===== config.mk =====
export PLATFORM = sky130hd
export DESIGN_NAME = ccks_core
export DESIGN_NICKNAME = d
export VERILOG_FILES = /design/src/rtl/ccks_pkg.sv /design/src/rtl/ccks_fsr.sv /design/src/rtl/ccks_sel.sv /design/src/rtl/ccks_ctrl.sv /design/src/rtl/ccks_core.sv
export SDC_FILE = /design/constraint.sdc
export NUM_CORES = 1
export LEC_CHECK = 0
export BUFFER_PORTS_ARGS = -buffer_cell sky130_fd_sc_hd__buf_2
export CAP_MARGIN = 20
export CORE_ASPECT_RATIO = 1.1
export CORE_UTILIZATION = 25
export DETAILED_ROUTE_END_ITERATION = 12
export HOLD_SLACK_MARGIN = 0.06
export PLACE_DENSITY = 0.5
export SLEW_MARGIN = 20
export SYNTH_ARGS = -nofsm -noshare
export SYNTH_HDL_FRONTEND = slang
export SYNTH_SLANG_ARGS = --single-unit

===== constraint.sdc =====
create_clock -name clk -period 2.8 [get_ports clk]
set_input_delay 0.14 -clock clk [delete_from_list [all_inputs] [get_ports clk]]
set_output_delay 0.14 -clock clk [all_outputs]
set_load 0.01 [all_outputs]

===== src/rtl/ccks_pkg.sv =====
// Package: shared constants, state encodings and the keep selector
// for the clock-controlled dual-register keystream core.
// Assumes both registers shift toward stage 0 and feed the top stage.
package ccks_pkg;

    localparam int A_LEN  = 128;
    localparam int B_LEN  = 89;
    localparam int IV_LEN = 64;

    // Control register taps, bit k set when stage k enters the feedback.
    localparam logic [A_LEN-1:0] A_FB_MASK =
        128'h7CA8_97C1_4487_A7CE_37BE_9998_6287_CBC3;

    // Data register linear taps.
    localparam logic [B_LEN-1:0] B_FB_MASK =
        (B_LEN'(1) << 0)  | (B_LEN'(1) << 1)  | (B_LEN'(1) << 39) |
        (B_LEN'(1) << 42) | (B_LEN'(1) << 53) | (B_LEN'(1) << 55) |
        (B_LEN'(1) << 80) | (B_LEN'(1) << 83);

    // Selector input stages, x0 first.
    localparam int SEL_X0 = 7;
    localparam int SEL_X1 = 37;
    localparam int SEL_X2 = 73;
    localparam int SEL_X3 = 91;
    localparam int SEL_X4 = 123;

    typedef enum logic [1:0] {MODE_IDLE, MODE_INIT, MODE_GEN} mode_e;
    typedef enum logic [1:0] {PH_ADV, PH_STEP, PH_FIN} phase_e;

    // Keep selector over five control-register stages.
    function automatic logic keep_fn(input logic [4:0] x);
        return x[1] ^ x[4] ^ (x[0] & x[3]) ^ (x[2] & x[3]) ^ (x[3] & x[4])
             ^ (x[0] & x[1] & x[2]) ^ (x[0] & x[2] & x[3])
             ^ (x[0] & x[2] & x[4]) ^ (x[1] & x[2] & x[4])
             ^ (x[2] & x[3] & x[4]);
    endfunction

endpackage


===== src/rtl/ccks_fsr.sv =====
// Feedback shift register toward stage 0 with parallel load, one shift
// per enabled cycle, and an XOR injection into the top stage.
// NL_TERM selects an extra feedback term: the AND of the inverses of
// stages 1..LEN-1. Priority: load, then shift, then inject.
module ccks_fsr #(
    parameter int                LEN     = 8,
    parameter logic [LEN-1:0]    FB_MASK = '1,
    parameter bit                NL_TERM = 1'b0
) (
    input  logic           clk,
    input  logic           rst_n,
    input  logic           load,
    input  logic [LEN-1:0] load_val,
    input  logic           shift,
    input  logic           inj_en,
    input  logic           inj_bit,
    output logic [LEN-1:0] state
);

    logic lin_fb;
    logic nl_fb;

    assign lin_fb = ^(state & FB_MASK);

    generate
        if (NL_TERM) begin : g_nl
            assign nl_fb = &(~state[LEN-1:1]);
        end else begin : g_lin
            assign nl_fb = 1'b0;
        end
    endgenerate

    // Register update: load, shift or top-stage injection.
    always_ff @(posedge clk) begin
        if (!rst_n) begin
            state <= '0;
        end else if (load) begin
            state <= load_val;
        end else if (shift) begin
            state <= {lin_fb ^ nl_fb, state[LEN-1:1]};
        end else if (inj_en) begin
            state[LEN-1] <= state[LEN-1] ^ inj_bit;
        end
    end

endmodule


===== src/rtl/ccks_sel.sv =====
// Step count and keep decision, both combinational on the control
// register. Count taps sit at stages k*CNT_STRIDE, k = 0..CNT_W-1,
// weighted 2^k; the count is that sum plus one.
// Assumes CNT_STRIDE*(CNT_W-1) < A_LEN.
module ccks_sel
    import ccks_pkg::*;
#(
    parameter int CNT_W      = 2,
    parameter int CNT_STRIDE = 64
) (
    input  logic [A_LEN-1:0] a_state,
    output logic [CNT_W:0]   c_val,
    output logic             keep
);

    logic [CNT_W-1:0] idx;

    generate
        for (genvar k = 0; k < CNT_W; k++) begin : g_tap
            assign idx[k] = a_state[k*CNT_STRIDE];
        end
    endgenerate

    assign c_val = {1'b0, idx} + 1'b1;
    assign keep  = keep_fn({a_state[SEL_X4], a_state[SEL_X3], a_state[SEL_X2],
                            a_state[SEL_X1], a_state[SEL_X0]});

endmodule


===== src/rtl/ccks_ctrl.sv =====
// Iteration sequencer: advance control register, step the data register
// c times, finish. Counts INIT_ITERS mixing iterations, then keeps
// generating until a new start. Start is taken unless mixing is running.
module ccks_ctrl
    import ccks_pkg::*;
#(
    parameter int INIT_ITERS = 200,
    parameter int CNT_W      = 2
) (
    input  logic           clk,
    input  logic           rst_n,
    input  logic           start,
    input  logic [CNT_W:0] c_val,
    output logic           load,
    output logic           a_shift,
    output logic           b_step,
    output logic           fin,
    output logic           in_init,
    output logic           in_gen,
    output logic [CNT_W:0] cnt
);

    localparam int ITER_W = $clog2(INIT_ITERS + 1);
    localparam logic [ITER_W-1:0] ITER_LAST = ITER_W'(INIT_ITERS - 1);

    mode_e             mode;
    phase_e            phase;
    logic [ITER_W-1:0] iter;
    logic [CNT_W:0]    cnt_nxt;
    logic              run;

    assign in_init = (mode == MODE_INIT);
    assign in_gen  = (mode == MODE_GEN);
    assign load    = start && !in_init;
    assign run     = (mode != MODE_IDLE) && !load;
    assign a_shift = run && (phase == PH_ADV);
    assign b_step  = run && (phase == PH_STEP);
    assign fin     = run && (phase == PH_FIN);
    assign cnt_nxt = cnt + 1'b1;

    // Mode, phase, step counter and mixing-iteration counter.
    always_ff @(posedge clk) begin
        if (!rst_n) begin
            mode  <= MODE_IDLE;
            phase <= PH_ADV;
            iter  <= '0;
            cnt   <= '0;
        end else if (load) begin
            mode  <= MODE_INIT;
            phase <= PH_ADV;
            iter  <= '0;
            cnt   <= '0;
        end else if (run) begin
            case (phase)
                PH_ADV: begin
                    phase <= PH_STEP;
                    cnt   <= '0;
                end
                PH_STEP: begin
                    cnt <= cnt_nxt;
                    if (cnt_nxt == c_val) begin
                        phase <= PH_FIN;
                    end
                end
                PH_FIN: begin
                    phase <= PH_ADV;
                    if (in_init) begin
                        iter <= iter + 1'b1;
                        if (iter == ITER_LAST) begin
                            mode <= MODE_GEN;
                        end
                    end
                end
                default: phase <= PH_ADV;
            endcase
        end
    end

endmodule


===== src/rtl/ccks_core.sv =====
// Top of the clock-controlled dual-register keystream core. Wires the
// control register, data register, selector and sequencer, and registers
// the keystream strobe. Assumes key and iv are stable in the start cycle.
module ccks_core
    import ccks_pkg::*;
#(
    parameter int INIT_ITERS = 200,
    parameter int CNT_W      = 2,
    parameter int CNT_STRIDE = 64
) (
    input  logic              clk,
    input  logic              rst_n,
    input  logic              start,
    input  logic [A_LEN-1:0]  key,
    input  logic [IV_LEN-1:0] iv,
    output logic              busy,
    output logic              ks_bit,
    output logic              ks_valid
);

    localparam int PAD_LEN = B_LEN - IV_LEN;

    logic [A_LEN-1:0] a_state;
    logic [B_LEN-1:0] b_state;
    logic [B_LEN-1:0] b_seed;
    logic [CNT_W:0]   c_w;
    logic [CNT_W:0]   cnt_w;
    logic             keep_w;
    logic             load_w;
    logic             a_shift_w;
    logic             b_step_w;
    logic             fin_w;
    logic             in_init_w;
    logic             in_gen_w;
    logic             inj_w;
    logic             emit_w;

    assign b_seed = {{PAD_LEN{1'b1}}, iv};
    assign inj_w  = fin_w && in_init_w && keep_w;
    assign emit_w = fin_w && in_gen_w && keep_w;
    assign busy   = in_init_w;

    ccks_fsr #(.LEN(A_LEN), .FB_MASK(A_FB_MASK), .NL_TERM(1'b0)) u_areg (
        .clk(clk), .rst_n(rst_n), .load(load_w), .load_val(key),
        .shift(a_shift_w), .inj_en(inj_w), .inj_bit(b_state[0]),
        .state(a_state)
    );

    ccks_fsr #(.LEN(B_LEN), .FB_MASK(B_FB_MASK), .NL_TERM(1'b1)) u_breg (
        .clk(clk), .rst_n(rst_n), .load(load_w), .load_val(b_seed),
        .shift(b_step_w), .inj_en(inj_w), .inj_bit(b_state[0]),
        .state(b_state)
    );

    ccks_sel #(.CNT_W(CNT_W), .CNT_STRIDE(CNT_STRIDE)) u_sel (
        .a_state(a_state), .c_val(c_w), .keep(keep_w)
    );

    ccks_ctrl #(.INIT_ITERS(INIT_ITERS), .CNT_W(CNT_W)) u_ctrl (
        .clk(clk), .rst_n(rst_n), .start(start), .c_val(c_w),
        .load(load_w), .a_shift(a_shift_w), .b_step(b_step_w), .fin(fin_w),
        .in_init(in_init_w), .in_gen(in_gen_w), .cnt(cnt_w)
    );

    // Keystream output register: one-cycle strobe per kept bit.
    always_ff @(posedge clk) begin
        if (!rst_n) begin
            ks_valid <= 1'b0;
            ks_bit   <= 1'b0;
        end else begin
            ks_valid <= emit_w;
            ks_bit   <= emit_w & b_state[0];
        end
    end

endmodule


==> results of run 1 <==
## power by group through the flow
stage / combinational, W / sequential, W / clock (W)
after global routing: 0.00234 / 0.00393 / 0.00386
after floorplan: 0.00150 / 0.00387 / 0
after detailed placement: 0.00193 / 0.00396 / 0
after CTS: 0.00216 / 0.00389 / 0.00371
after global placement: 0.00192 / 0.00396 / 0
final: 0.00212 / 0.00388 / 0.00355
## state kept, by name, indices dropped and copies added, names as in the netlist
signal	flops
u_ctrl.mode	2
u_ctrl.iter	8
u_areg.state	128
u_ctrl.phase	2
ks_valid	1
u_ctrl.cnt	3
u_breg.state	89
ks_bit	1
## path summary, 6_finish.rpt
| path | startpoint | end | cells after the start |
|---|---|---|---|
| worst min-delay path | key[69] | u_areg.state[69] | 3 |
| worst max-delay path | u_areg.state[73] | u_areg.state[127] | 6 |
| worst min register to register | u_ctrl.cnt[1] | u_ctrl.cnt[1] | 2 |
| worst max register to register | u_areg.state[73] | u_areg.state[127] | 6 |
## layout make-up
class / count / area [sq um]
Timing Repair Buffer: 405 / 3127
Clock buffer: 42 / 824.5
Inverter: 2 / 7.507
Tap cell: 581 / 726.9
Multi-Input combinational cell: 810 / 6357
Clock inverter: 5 / 56.30
Sequential cell: 234 / 4684
Antenna cell: 1 / 2.502
Fill cell: 4575 / 29010
## layer usage
metal	wire length, um	up-vias	GRT usage
met5	10	-	0
met4	583	2	0.03439
met3	1323	46	0.02357
met2	15010	169	0.2294
met1	14110	4378	0.1600
li1	-	4800	-
## stage by stage
step / power (W) / area [sq um]
final: 0.009550 / 15790
after floorplan: 0.005376 / 11460
after detailed placement: 0.005893 / 12960
after CTS: 0.009758 / 15780
after global routing: 0.01013 / 15790
after global placement: 0.005874 / 12960
## kinds of logic after synthesis
group / count (synthesis)
buffers and inverters: 97
muxes: 217
AOI/OAI and AO/OA: 234
and+or+nand+nor: 271
adders and majority gates: 3
DFF: 234
xor gates and xnor gates: 85
## critical path, stage by stage (launching register included)
cell	delay, ps
sky130_fd_sc_hd__dfxtp_1	490
sky130_fd_sc_hd__nor2b_1	100
sky130_fd_sc_hd__a2111oi_0	660
sky130_fd_sc_hd__o211a_1	350
sky130_fd_sc_hd__xor2_1	90
sky130_fd_sc_hd__o311ai_0	300
sky130_fd_sc_hd__a21oi_1	60
## cell usage in the layout (no fill, tap or decap), types with 2 or more instances in the layout
master                            n
sky130_fd_sc_hd__nand3_1          4
sky130_fd_sc_hd__a21boi_1        11
sky130_fd_sc_hd__clkbuf_16       29
sky130_fd_sc_hd__buf_12           7
sky130_fd_sc_hd__mux2i_1        217
sky130_fd_sc_hd__nor2_1          18
sky130_fd_sc_hd__nor3_1           2
sky130_fd_sc_hd__clkbuf_8         5
sky130_fd_sc_hd__o21ai_0          2
sky130_fd_sc_hd__dfxtp_1        234
sky130_fd_sc_hd__nor4_1          23
sky130_fd_sc_hd__and2_1           3
sky130_fd_sc_hd__nand2_1        198
sky130_fd_sc_hd__buf_4            7
sky130_fd_sc_hd__a21boi_0        14
sky130_fd_sc_hd__clkbuf_1         8
sky130_fd_sc_hd__dlygate4sd3_1  194
sky130_fd_sc_hd__a21oi_1          8
sky130_fd_sc_hd__clkinv_2         2
sky130_fd_sc_hd__nand2b_1         5
sky130_fd_sc_hd__o211a_1        192
sky130_fd_sc_hd__and4_1           2
sky130_fd_sc_hd__xor2_1          15
sky130_fd_sc_hd__xnor2_1         69
sky130_fd_sc_hd__inv_1            2
sky130_fd_sc_hd__nand4_1          7
sky130_fd_sc_hd__nor2b_1          2
sky130_fd_sc_hd__ha_1             3
sky130_fd_sc_hd__buf_2          196
==> metrics.json, run 1 <==
{
  "grt_first_pass_wirelength_mm": 48.80,
  "vias": 9395,
  "longest_clk_path_bufs": 3,
  "grt_start_max_net_pins": 154,
  "timing.final.setup_violations": 0,
  "timing_worst_slew_pin_value_ps": 854.3,
  "worst-r2r-setup-slack_ps": 620,
  "synth_edf_count": 0,
  "dpl_ws_ps": 632.2,
  "cp-start-kind": "flip-flop",
  "synth_top_area_share": 0.4087,
  "postSynth.asyncResetShare": 0,
  "critical_path.max_fanout": 6,
  "combinationalPowerShare": 0.222,
  "buffer_ports.inserted": 197,
  "cts_inserted_buffers": 29,
  "htree_num_levels": 1,
  "layoutNonFillerInstCount": 2080,
  "muxShareOfSynthArea": 0.1895,
  "worst-setup-path-type": "reg -> reg",
  "min_path_type": "in -> reg",
  "avgRoutedWirePerCell_um": 14.92,
  "final_util": 0.3524,
  "die_h_um": 226.6,
  "clkPwrFrac": 0.371,
  "cp-end-kind": "flip-flop",
  "fin_tns_setup_ps": 0,
  "finalWorstSetupSlack_ps": 621.8,
  "groute.usage.overall": 0.1298,
  "postSynth.topFlopCell": "sky130_fd_sc_hd__dfxtp_1",
  "clock.fmax_mhz": 459.1,
  "post_cts.repair.setup_buffers": 0,
  "worst_setup_hold_path_clk_slew_ps": 60,
  "slew-limit-headroom": 0.4305,
  "grt_setup_unrepaired": "false",
  "synth_seq_cells": 234,
  "syn_inst": 1141,
  "place_inst": 1838,
  "first_pass_iters": 6,
  "syn-cell-area_sq_mm": 0.01146,
  "num-nets-final": 1680,
  "grt_antenna_before_repair": 2,
  "synth_fp_nets": 1339,
  "timing.clock.skew_ps": 18.60,
  "synth_largest_area_cell": "sky130_fd_sc_hd__dfxtp_1",
  "ir_drop_v": 0.0004091,
  "main_combinational_cell_family_by_area_after_synthesis": "compound AO/OA/AOI/OAI gates",
  "drc": 0,
  "yosysMostFrequentCell": "sky130_fd_sc_hd__dfxtp_1",
  "row_cnt": 81,
  "netlist_top_cells_area": "sky130_fd_sc_hd__dfxtp_1 41%, sky130_fd_sc_hd__mux2i_1 19%, sky130_fd_sc_hd__o211a_1 17%",
  "ys_types": 37,
  "effective_utilization_at_floorplan": 0.2559,
  "worst_skew_pair.late_latency_ps": 550,
  "synth_xor_xnor_area_share": 0.06616,
  "drive_gt1_frac": 0.1689,
  "min_period_ps": 2178,
  "layout_area_overhead_pct": 37.74,
  "cap_violations": 0,
  "chipWidth_um": 206.1,
  "sequential_area_share_after_synthesis": 0.4087,
  "syn_area_per_cell_sq_um": 10.04,
  "total_leakage_power_nw": 7.796,
  "seqPwrFrac": 0.407,
  "post_drt_via_cell_ratio": 4.517,
  "route.final.wire_length_mm": 31.03,
  "ant_nets": 0,
  "die_area_sq_mm": 0.04670,
  "core_area_sq_mm": 0.04480,
  "hold_viol": 0,
  "post_synth_fa_ha_maj_area_fraction": 0.003275,
  "synth_simple_gate_area_frac": 0.1009,
  "hpwl_mm": 19.91,
  "first_global_vias": 9467,
  "run_status": "finished clean",
  "synth_cell_count_leaders": "234 x sky130_fd_sc_hd__dfxtp_1, 217 x sky130_fd_sc_hd__mux2i_1, 199 x sky130_fd_sc_hd__nand2_1, 192 x sky130_fd_sc_hd__o211a_1, 69 x sky130_fd_sc_hd__xnor2_1",
  "synth.yosys.warnings": 0,
  "final_max_slew_viol_count": 0,
  "dr.first_iter.drc_count": 409,
  "sw_frac_of_total": 0.2759,
  "p_sw_w": 0.002635,
  "tritoncts": "done",
  "cts-root-buf": "sky130_fd_sc_hd__clkbuf_16",
  "cts_hold_buffers": 194,
  "tcrit_tclk_final": 0.7779,
  "worstPathRequired_ps": 3230,
  "cell_internal_pwr_w": 0.006915,
  "grt_overflow": 0,
  "worst_ep_arrival_time_ps": 2600,
  "design.portCount": 198,
  "power.density_cell_area_mw_per_mm2": 604.9,
  "worst_hold_slack_ps": 361.1,
  "cts.sinks": 234,
  "post_cts_resize_count": 0,
  "gpl.final_weighted_congestion": 0.7355,
  "synthesized_area_fraction_occupied_by_ao_oa_aoi_and_oai_cells": 0.1933
}
(Power assumes the default switching activity.)
==> inputs of run 2 (changes only) <==
- ABC_AREA: not set -> 1
- clock period: 2.8 -> 2.3 ns (I/O delays scaled with it)
==> metrics.json, run 2 <==
{
  "cts.sinks": {"value": 234, "change": "unchanged"},
  "avgRoutedWirePerCell": {"value": 14.21, "unit": "um", "change": "-4.8%"},
  "gpl.final_weighted_congestion": {"value": 0.7738, "change": "+5.2%"},
  "synth_seq_cells": {"value": 234, "change": "unchanged"},
  "first_pass_iters": {"value": 5, "change": "-1"},
  "largest_reg_flops": {"value": 128, "change": "unchanged"},
  "grt_overflow": {"value": 0, "change": "unchanged"},
  "core_area": {"value": 0.04480, "unit": "sq mm", "change": "unchanged"},
  "tcrit_tclk_final": {"value": 0.9173, "change": "+0.1394"},
  "category_of_cells_accounting_for_the_largest_share_of_critical_path_delay": "buffers and inverters",
  "drc": {"value": 0, "change": "unchanged"},
  "die_area": {"value": 0.04669, "unit": "sq mm", "change": "about the same"},
  "drive_gt1_frac": {"value": 0.1413, "change": "-0.02759"},
  "chipWidth": {"value": 206.1, "unit": "um", "change": "about the same"},
  "effective_utilization_at_floorplan": {"value": 0.2558, "change": "about the same"},
  "worst_skew_pair.late_latency": {"value": 570, "unit": "ps", "change": "+20 ps"},
  "design.portCount": {"value": 198, "change": "unchanged"},
  "whs_endpoint": "u_areg.state[52]",
  "largest_register": "u_areg.state",
  "whs_path_depth": {"value": 4, "change": "+1"},
  "dr.first_iter.drc_count": {"value": 648, "change": "+58%"},
  "sequential_area_share_after_synthesis": {"value": 0.4089, "change": "about the same"},
  "critical_path.cell_chain": "inv_1 -> nor2_2 -> inv_2 -> nand2_4 -> buf_4 -> nand2_1 -> a31oi_1 -> dlygate4sd3_1",
  "syn-cell-area": {"value": 0.01146, "unit": "sq mm", "change": "about the same"},
  "longest_clk_path_bufs": {"value": 3, "change": "unchanged"},
  "synth_fp_nets": {"value": 1866, "change": "+39%"},
  "post_cts.repair.setup_buffers": {"value": 0, "change": "unchanged"},
  "row_cnt": {"value": 81, "change": "unchanged"},
  "synth_edf_count": {"value": 0, "change": "unchanged"},
  "worst-setup-path-type": "reg -> reg",
  "slowest_cell_on_crit_path": "sky130_fd_sc_hd__dlygate4sd3_1",
  "tritoncts": "done",
  "clock.fmax": {"value": 474.0, "unit": "MHz", "change": "+3.2%"},
  "final_max_slew_viol_count": {"value": 0, "change": "unchanged"},
  "crit-reg2reg-launch": "u_ctrl.mode[0]",
  "total_leakage_power": {"value": 6.224, "unit": "nW", "change": "-20%"},
  "layout_area_overhead_pct": 38.75,
  "ys_types": {"value": 34, "change": "-8.1%"},
  "grt_start_max_net_pins": {"value": 110, "change": "-29%"},
  "syn_inst": {"value": 1668, "change": "+46%"},
  "die_h": {"value": 226.5, "unit": "um", "change": "about the same"},
  "delay_contributed_by_the_slowest_stage_of_the_critical_path": {"value": 550, "unit": "ps", "change": "-110 ps"},
  "cap_violations": {"value": 0, "change": "unchanged"},
  "cp-start-kind": "flip-flop",
  "min_period": {"value": 2110, "unit": "ps", "change": "-68.45 ps"},
  "synth_largest_area_cell": "sky130_fd_sc_hd__dfxtp_1",
  "cts-root-buf": "sky130_fd_sc_hd__clkbuf_16",
  "timing.clock.skew": {"value": 15.73, "unit": "ps", "change": "-2.868 ps"},
  "final_cell_mix": "595 x sky130_fd_sc_hd__nand2_1, 234 x sky130_fd_sc_hd__dfxtp_1, 217 x sky130_fd_sc_hd__nand3_1",
  "cts_inserted_buffers": {"value": 29, "change": "unchanged"},
  "syn_area_per_cell": {"value": 6.869, "unit": "sq um", "change": "-32%"},
  "grt_setup_unrepaired": "false",
  "hold_start": "key[52]",
  "cp-end-kind": "flip-flop",
  "worstPathRequired": {"value": 2800, "unit": "ps", "change": "-430 ps"},
  "synth.yosys.warnings": {"value": 0, "change": "unchanged"},
  "route.final.wire_length": {"value": 36.94, "unit": "mm", "change": "+19%"},
  "vias": {"value": 12380, "change": "+32%"},
  "fin_area": {"value": 0.01590, "unit": "sq mm", "change": "+0.70%"},
  "ant_nets": {"value": 0, "change": "unchanged"},
  "timing.final.setup_violations": {"value": 0, "change": "unchanged"},
  "netlist_top_cells_area": "sky130_fd_sc_hd__dfxtp_1 41%, sky130_fd_sc_hd__nand2_1 20%, sky130_fd_sc_hd__nand3_1 9.5%",
  "post_drt_via_cell_ratio": {"value": 4.763, "change": "+5.4%"},
  "r2r-end": "u_areg.state[37]",
  "grt_first_pass_wirelength": {"value": 59.57, "unit": "mm", "change": "+22%"},
  "buffer_ports.inserted": {"value": 197, "change": "unchanged"},
  "synth_top_area_share": {"value": 0.4089, "change": "about the same"},
  "run_status": "finished clean",
  "worstPathBufferInverterCount": {"value": 4, "change": "+4"},
  "yosysMostFrequentCell": "sky130_fd_sc_hd__nand2_1",
  "placedInstanceArea": {"value": 0.01286, "unit": "sq mm", "change": "-0.75%"},
  "worst_ep_arrival_time": {"value": 2610, "unit": "ps", "change": "about the same"},
  "slew-limit-headroom": {"value": 0.6421, "change": "+0.2116"},
  "synth_cell_count_leaders": "596 x sky130_fd_sc_hd__nand2_1, 234 x sky130_fd_sc_hd__dfxtp_1, 217 x sky130_fd_sc_hd__nand3_1, 173 x sky130_fd_sc_hd__a31oi_1, 101 x sky130_fd_sc_hd__a21oi_1",
  "postSynth.topFlopCell": "sky130_fd_sc_hd__dfxtp_1",
  "grt_antenna_before_repair": {"value": 4, "change": "+2"},
  "postSynth.asyncResetShare": {"value": 0, "change": "unchanged"},
  "critical_path.max_fanout": {"value": 40, "change": "+34"},
  "largestRegisters": "u_areg.state: 128 flops, u_breg.state: 89 flops, u_ctrl.iter: 8 flops",
  "num-nets-final": {"value": 2192, "change": "+30%"},
  "min_path_type": "in -> reg",
  "worst-r2r-setup-slack": {"value": 190, "unit": "ps", "change": "-430 ps"},
  "hold_viol": {"value": 0, "change": "unchanged"},
  "timing_worst_slew_pin_value": {"value": 536.8, "unit": "ps", "change": "-317.5 ps"},
  "power.density_cell_area": {"value": 737.0, "unit": "mW/mm^2", "change": "+22%"},
  "r2r.worst_path.cells": {"value": 8, "change": "+2"},
  "layout.cells.most_common": "sky130_fd_sc_hd__nand2_1",
  "first_global_vias": {"value": 12070, "change": "+28%"},
  "hpwl": {"value": 22.92, "unit": "mm", "change": "+15%"},
  "ir_drop": {"value": 0.0005619, "unit": "V", "change": "+37%"},
  "groute.usage.overall": {"value": 0.1550, "change": "+0.02519"},
  "htree_num_levels": {"value": 1, "change": "unchanged"},
  "worst_setup_hold_path_clk_slew": {"value": 60, "unit": "ps", "change": "about the same"},
  "fin_tns_setup": {"value": 0, "unit": "ps", "change": "unchanged"}
}
## run 2: cell families after synthesis
group,share of synthesized area
AOI/OAI and AO/OA,0.1479
buffers and inverters,0.07797
adders and majority gates,0.003277
and+or+nand+nor,0.3330
DFF,0.4089
xor gates and xnor gates,0.02905
## run 2: cell type report
| type | count | area (sq um) |
|---|---|---|
| clock inverters | 15 | 232.7 |
| repair buffers | 411 | 3211 |
| diodes | 2 | 5.005 |
| well taps | 581 | 726.9 |
| flip-flops and latches | 234 | 4684 |
| inverters | 83 | 326.6 |
| fillers | 4735 | 28900 |
| clock buffers | 39 | 823.3 |
| multi-input cells | 1235 | 5887 |
## run 2: where the power goes
part	internal, W	switching, W	leakage (nW)
clock	0.00309	0.00194	0.512
sequential	0.00433	0.000233	1.92
combinational	0.000904	0.00122	3.79
## run 2: worst max path at each step
| stage | start | endpoint | slack [ps] | depth (start not counted) |
|---|---|---|---|---|
| finish | u_ctrl.mode[0] | u_areg.state[37] | 190 | 8 |
| global route | u_areg.state[7] | u_areg.state[127] | 60 | 17 |
| detailed placement | u_ctrl.mode[0] | u_areg.state[62] | 320 | 14 |
| global placement | u_areg.state[7] | u_areg.state[127] | 330 | 17 |
| floorplan | u_ctrl.mode[0] | u_areg.state[111] | 590 | 15 |
| CTS | u_ctrl.mode[0] | u_areg.state[37] | 190 | 8 |
## run 2: worst reg2reg max path: cells and delay by family, from the launching register on
family,cells,cell delay [ps]
AOI/OAI and AO/OA,1,170
and+or+nand+nor,3,410
DFF,1,340
buffers and inverters,4,1130
## run 2: stage by stage
step | cells | utilization | worst slack [ps] | total power [W] | hold slack, ps
6_report | 2600 | 0.3549 | 190.3 | 0.01172 | 356.4
5_1_grt | 2599 | 0.3548 | 55.33 | 0.01236 | 359.8
4_1_cts | 2598 | 0.3548 | 194.5 | 0.01190 | 331.1
3_5_place_dp | 2347 | 0.2872 | 320.5 | 0.006540 | 391.6
3_3_place_gp | 2347 | 0.2872 | 327.5 | 0.006513 | 383.7
2_1_floorplan | 1668 | - | 592.0 | 0.005930 | 253.3
## run 2: routing by layer
layer  track usage  share of wire
met3       0.02630          0.041
met2        0.2753           0.49
met4       0.03795          0.017
met5             0        0.00073
met1        0.1922           0.46
## run 2: repair_timing
action	4_1_cts	5_1_grt
hold buffers	197	0
endpoints found under the setup margin	0	0
hold endpoints to repair	194	0
gates resized for setup	0	0
==> inputs of run 3 (changes only) <==
- CORE_UTILIZATION: 25 -> 35
- CTS_CLUSTER_SIZE: not set -> 10
- MAX_ROUTING_LAYER: not set -> met4
- PLACE_DENSITY: 0.5 -> 0.62
==> metrics.json, run 3 (synthesized netlist as in run 2, its figures left out) <==
{
  "run_status": "finished clean",
  "htree_num_levels": {"value": 1, "change": "unchanged"},
  "tcrit_tclk_final": {"value": 0.9010, "change": "-0.01627"},
  "whs_endpoint": "u_areg.state[56]",
  "avgRoutedWirePerCell": {"value": 13.97, "unit": "um", "change": "-1.6%"},
  "final_util": {"value": 0.4795, "change": "+0.1246"},
  "worst-setup-path-type": "reg -> reg",
  "core_area": {"value": 0.03229, "unit": "sq mm", "change": "-28%"},
  "layout_area_overhead_pct": 35.13,
  "effective_utilization_at_floorplan": {"value": 0.3548, "change": "+0.09907"},
  "grt_setup_unrepaired": "false",
  "post_cts.repair.setup_buffers": {"value": 0, "change": "unchanged"},
  "grt_start_max_net_pins": {"value": 128, "change": "+16%"},
  "worst-r2r-setup-slack": {"value": 230, "unit": "ps", "change": "+40 ps"},
  "die_h": {"value": 191.8, "unit": "um", "change": "-15%"},
  "dr.first_iter.drc_count": {"value": 834, "change": "+29%"},
  "final_cell_mix": "595 x sky130_fd_sc_hd__nand2_1, 234 x sky130_fd_sc_hd__dfxtp_1, 217 x sky130_fd_sc_hd__nand3_1",
  "largest_register": "u_areg.state",
  "crit-reg2reg-launch": "u_ctrl.mode[0]",
  "worst_ep_arrival_time": {"value": 2490, "unit": "ps", "change": "-120 ps"},
  "cp-start-kind": "flip-flop",
  "gpl.final_weighted_congestion": {"value": 0.8313, "change": "+7.4%"},
  "min_period": {"value": 2072, "unit": "ps", "change": "-37.43 ps"},
  "largestRegisters": "u_areg.state: 128 flops, u_breg.state: 89 flops, u_ctrl.iter: 8 flops",
  "dpl_ws": {"value": 252.6, "unit": "ps", "change": "-67.90 ps"},
  "place_inst": {"value": 2195, "change": "-6.5%"},
  "vias": {"value": 12410, "change": "+0.21%"},
  "worst_setup_hold_path_clk_slew": {"value": 50, "unit": "ps", "change": "about the same"},
  "min_path_type": "in -> reg",
  "final_max_slew_viol_count": {"value": 0, "change": "unchanged"},
  "cts-root-buf": "sky130_fd_sc_hd__clkbuf_16",
  "hold_start": "key[56]",
  "ir_drop": {"value": 0.0005528, "unit": "V", "change": "-1.6%"},
  "slew-limit-headroom": {"value": 0.5883, "change": "-0.05381"},
  "post_drt_via_cell_ratio": {"value": 5.102, "change": "+7.1%"},
  "drive_gt1_frac": {"value": 0.1357, "change": "-0.005570"},
  "sw_frac_of_total": {"value": 0.2879, "change": "-0.001995"},
  "grt_overflow": {"value": 0, "change": "unchanged"},
  "cap_violations": {"value": 0, "change": "unchanged"},
  "buffer_ports.inserted": {"value": 197, "change": "unchanged"},
  "combinationalPowerShare": {"value": 0.196, "change": "+0.014"},
  "grt_antenna_before_repair": {"value": 2, "change": "-2"},
  "r2r-end": "u_areg.state[17]",
  "critical_path.max_fanout": {"value": 30, "change": "-25%"},
  "longest_clk_path_bufs": {"value": 3, "change": "unchanged"},
  "groute.usage.overall": {"value": 0.2028, "change": "+0.04781"},
  "timing.clock.skew": {"value": 11.99, "unit": "ps", "change": "-3.744 ps"},
  "grt_first_pass_wirelength": {"value": 55.59, "unit": "mm", "change": "-6.7%"},
  "hold_viol": {"value": 0, "change": "unchanged"},
  "layout.cells.most_common": "sky130_fd_sc_hd__nand2_1",
  "seqPwrFrac": {"value": 0.425, "change": "+0.036"},
  "worst_skew_pair.late_latency": {"value": 540, "unit": "ps", "change": "-30 ps"},
  "p_sw": {"value": 0.003092, "unit": "W", "change": "-8.9%"},
  "layoutNonFillerInstCount": {"value": 2432, "change": "-6.5%"},
  "cts_inserted_buffers": {"value": 28, "change": "-3.4%"},
  "cp-end-kind": "flip-flop",
  "finalWorstSetupSlack": {"value": 227.7, "unit": "ps", "change": "+37.42 ps"},
  "ant_nets": {"value": 0, "change": "unchanged"},
  "fin_tns_setup": {"value": 0, "unit": "ps", "change": "unchanged"},
  "row_cnt": {"value": 69, "change": "-15%"},
  "power.density_cell_area": {"value": 693.8, "unit": "mW/mm^2", "change": "-5.9%"},
  "cts.sinks": {"value": 234, "change": "unchanged"},
  "whs_path_depth": {"value": 4, "change": "unchanged"},
  "first_global_vias": {"value": 11800, "change": "-2.3%"},
  "worstPathRequired": {"value": 2720, "unit": "ps", "change": "-80 ps"},
  "cell_internal_pwr": {"value": 0.007649, "unit": "W", "change": "-8.1%"},
  "die_area": {"value": 0.03346, "unit": "sq mm", "change": "-28%"},
  "chipWidth": {"value": 174.5, "unit": "um", "change": "-15%"},
  "num-nets-final": {"value": 2194, "change": "+0.091%"},
  "timing.final.setup_violations": {"value": 0, "change": "unchanged"},
  "timing_worst_slew_pin_value": {"value": 617.6, "unit": "ps", "change": "+80.72 ps"},
  "tritoncts": "done",
  "drc": {"value": 0, "change": "unchanged"},
  "design.portCount": {"value": 198, "change": "unchanged"},
  "route.final.wire_length": {"value": 33.99, "unit": "mm", "change": "-8.0%"},
  "r2r.worst_path.cells": {"value": 14, "change": "+6"},
  "clock.fmax": {"value": 482.6, "unit": "MHz", "change": "+1.8%"},
  "total_leakage_power": {"value": 6.125, "unit": "nW", "change": "-1.6%"},
  "clkPwrFrac": {"value": 0.379, "change": "-0.050"},
  "hpwl": {"value": 20.56, "unit": "mm", "change": "-10%"},
  "first_pass_iters": {"value": 5, "change": "unchanged"},
  "largest_reg_flops": {"value": 128, "change": "unchanged"}
}
## run 3: cell count changes in the layout (fill, tap and decap cells not counted), sizes merged
cell	before	now
buf	214	217
bufinv	5	1
clkbuf	39	36
clkinv	6	3
clkinvlp	3	0
inv	84	81
## run 3: stage by stage
step / power [W] / instance area [sq um] / hold slack, ps
global placement: 0.006442 / 12690 / 376.9
CTS: 0.01084 / 15480 / 371.3
finish: 0.01074 / 15480 / 392.6
floorplan: 0.005930 / 11460 / 253.3
global route: 0.01131 / 15480 / 392.0
detailed placement: 0.006487 / 12690 / 395.5
## run 3: worst max path at each step
| stage | startpoint | end | slack (ps) | cells past startpoint |
|---|---|---|---|---|
| after CTS | u_ctrl.mode[0] | u_areg.state[30] | 230 | 14 |
| final | u_ctrl.mode[0] | u_areg.state[17] | 230 | 14 |
| after global placement | u_ctrl.mode[0] | u_areg.state[20] | 310 | 14 |
| after floorplan | u_ctrl.mode[0] | u_areg.state[111] | 590 | 15 |
| after global routing | u_ctrl.mode[0] | u_areg.state[19] | 50 | 14 |
| after detailed placement | u_ctrl.mode[0] | u_areg.state[6] | 250 | 14 |
## run 3: per-layer routing
metal / vias up / track usage / wire length [um]
met2: 379 / 0.3409 / 16270
li1: 6281 / - / -
met1: 5684 / 0.2517 / 14960
met5: - / - / 0
met4: 0 / 0.05987 / 847
met3: 65 / 0.02989 / 1899
## run 3: cell type report
| cell class | instances | area (sq um) |
|---|---|---|
| antenna | 2 | 5.005 |
| clock buffer | 36 | 770.7 |
| clock inverter | 2 | 46.29 |
| fill | 3165 | 16810 |
| inverter | 83 | 322.8 |
| multi-input combinational | 1235 | 5887 |
| sequential | 234 | 4684 |
| tap | 426 | 533.0 |
| timing repair buffer | 414 | 3233 |
## run 3: worst max-delay path, stage by stage, from the launching register on
cell,delay (ps)
sky130_fd_sc_hd__dfxtp_1,320
sky130_fd_sc_hd__inv_1,60
sky130_fd_sc_hd__nor2_2,100
sky130_fd_sc_hd__inv_2,70
sky130_fd_sc_hd__o21ai_2,60
sky130_fd_sc_hd__inv_2,60
sky130_fd_sc_hd__nor2_2,90
sky130_fd_sc_hd__inv_2,100
sky130_fd_sc_hd__nor2_4,130
sky130_fd_sc_hd__inv_2,50
sky130_fd_sc_hd__nand2_2,110
sky130_fd_sc_hd__clkinv_2,250
sky130_fd_sc_hd__buf_4,330
sky130_fd_sc_hd__nand2_1,110
sky130_fd_sc_hd__a31oi_1,80
## run 3: power by group through the flow
stage	logic (W)	registers (W)	clock network, W
after global routing	0.00237	0.00460	0.00434
after global placement	0.00180	0.00464	0
final	0.00211	0.00456	0.00407
after floorplan	0.00135	0.00457	0
after detailed placement	0.00184	0.00464	0
after CTS	0.00211	0.00456	0.00417
## run 3: what timing repair did
item | CTS | global route
hold buffers | 197 | 0
endpoints found under the hold margin | 197 | 0
gates resized for setup | 0 | 0
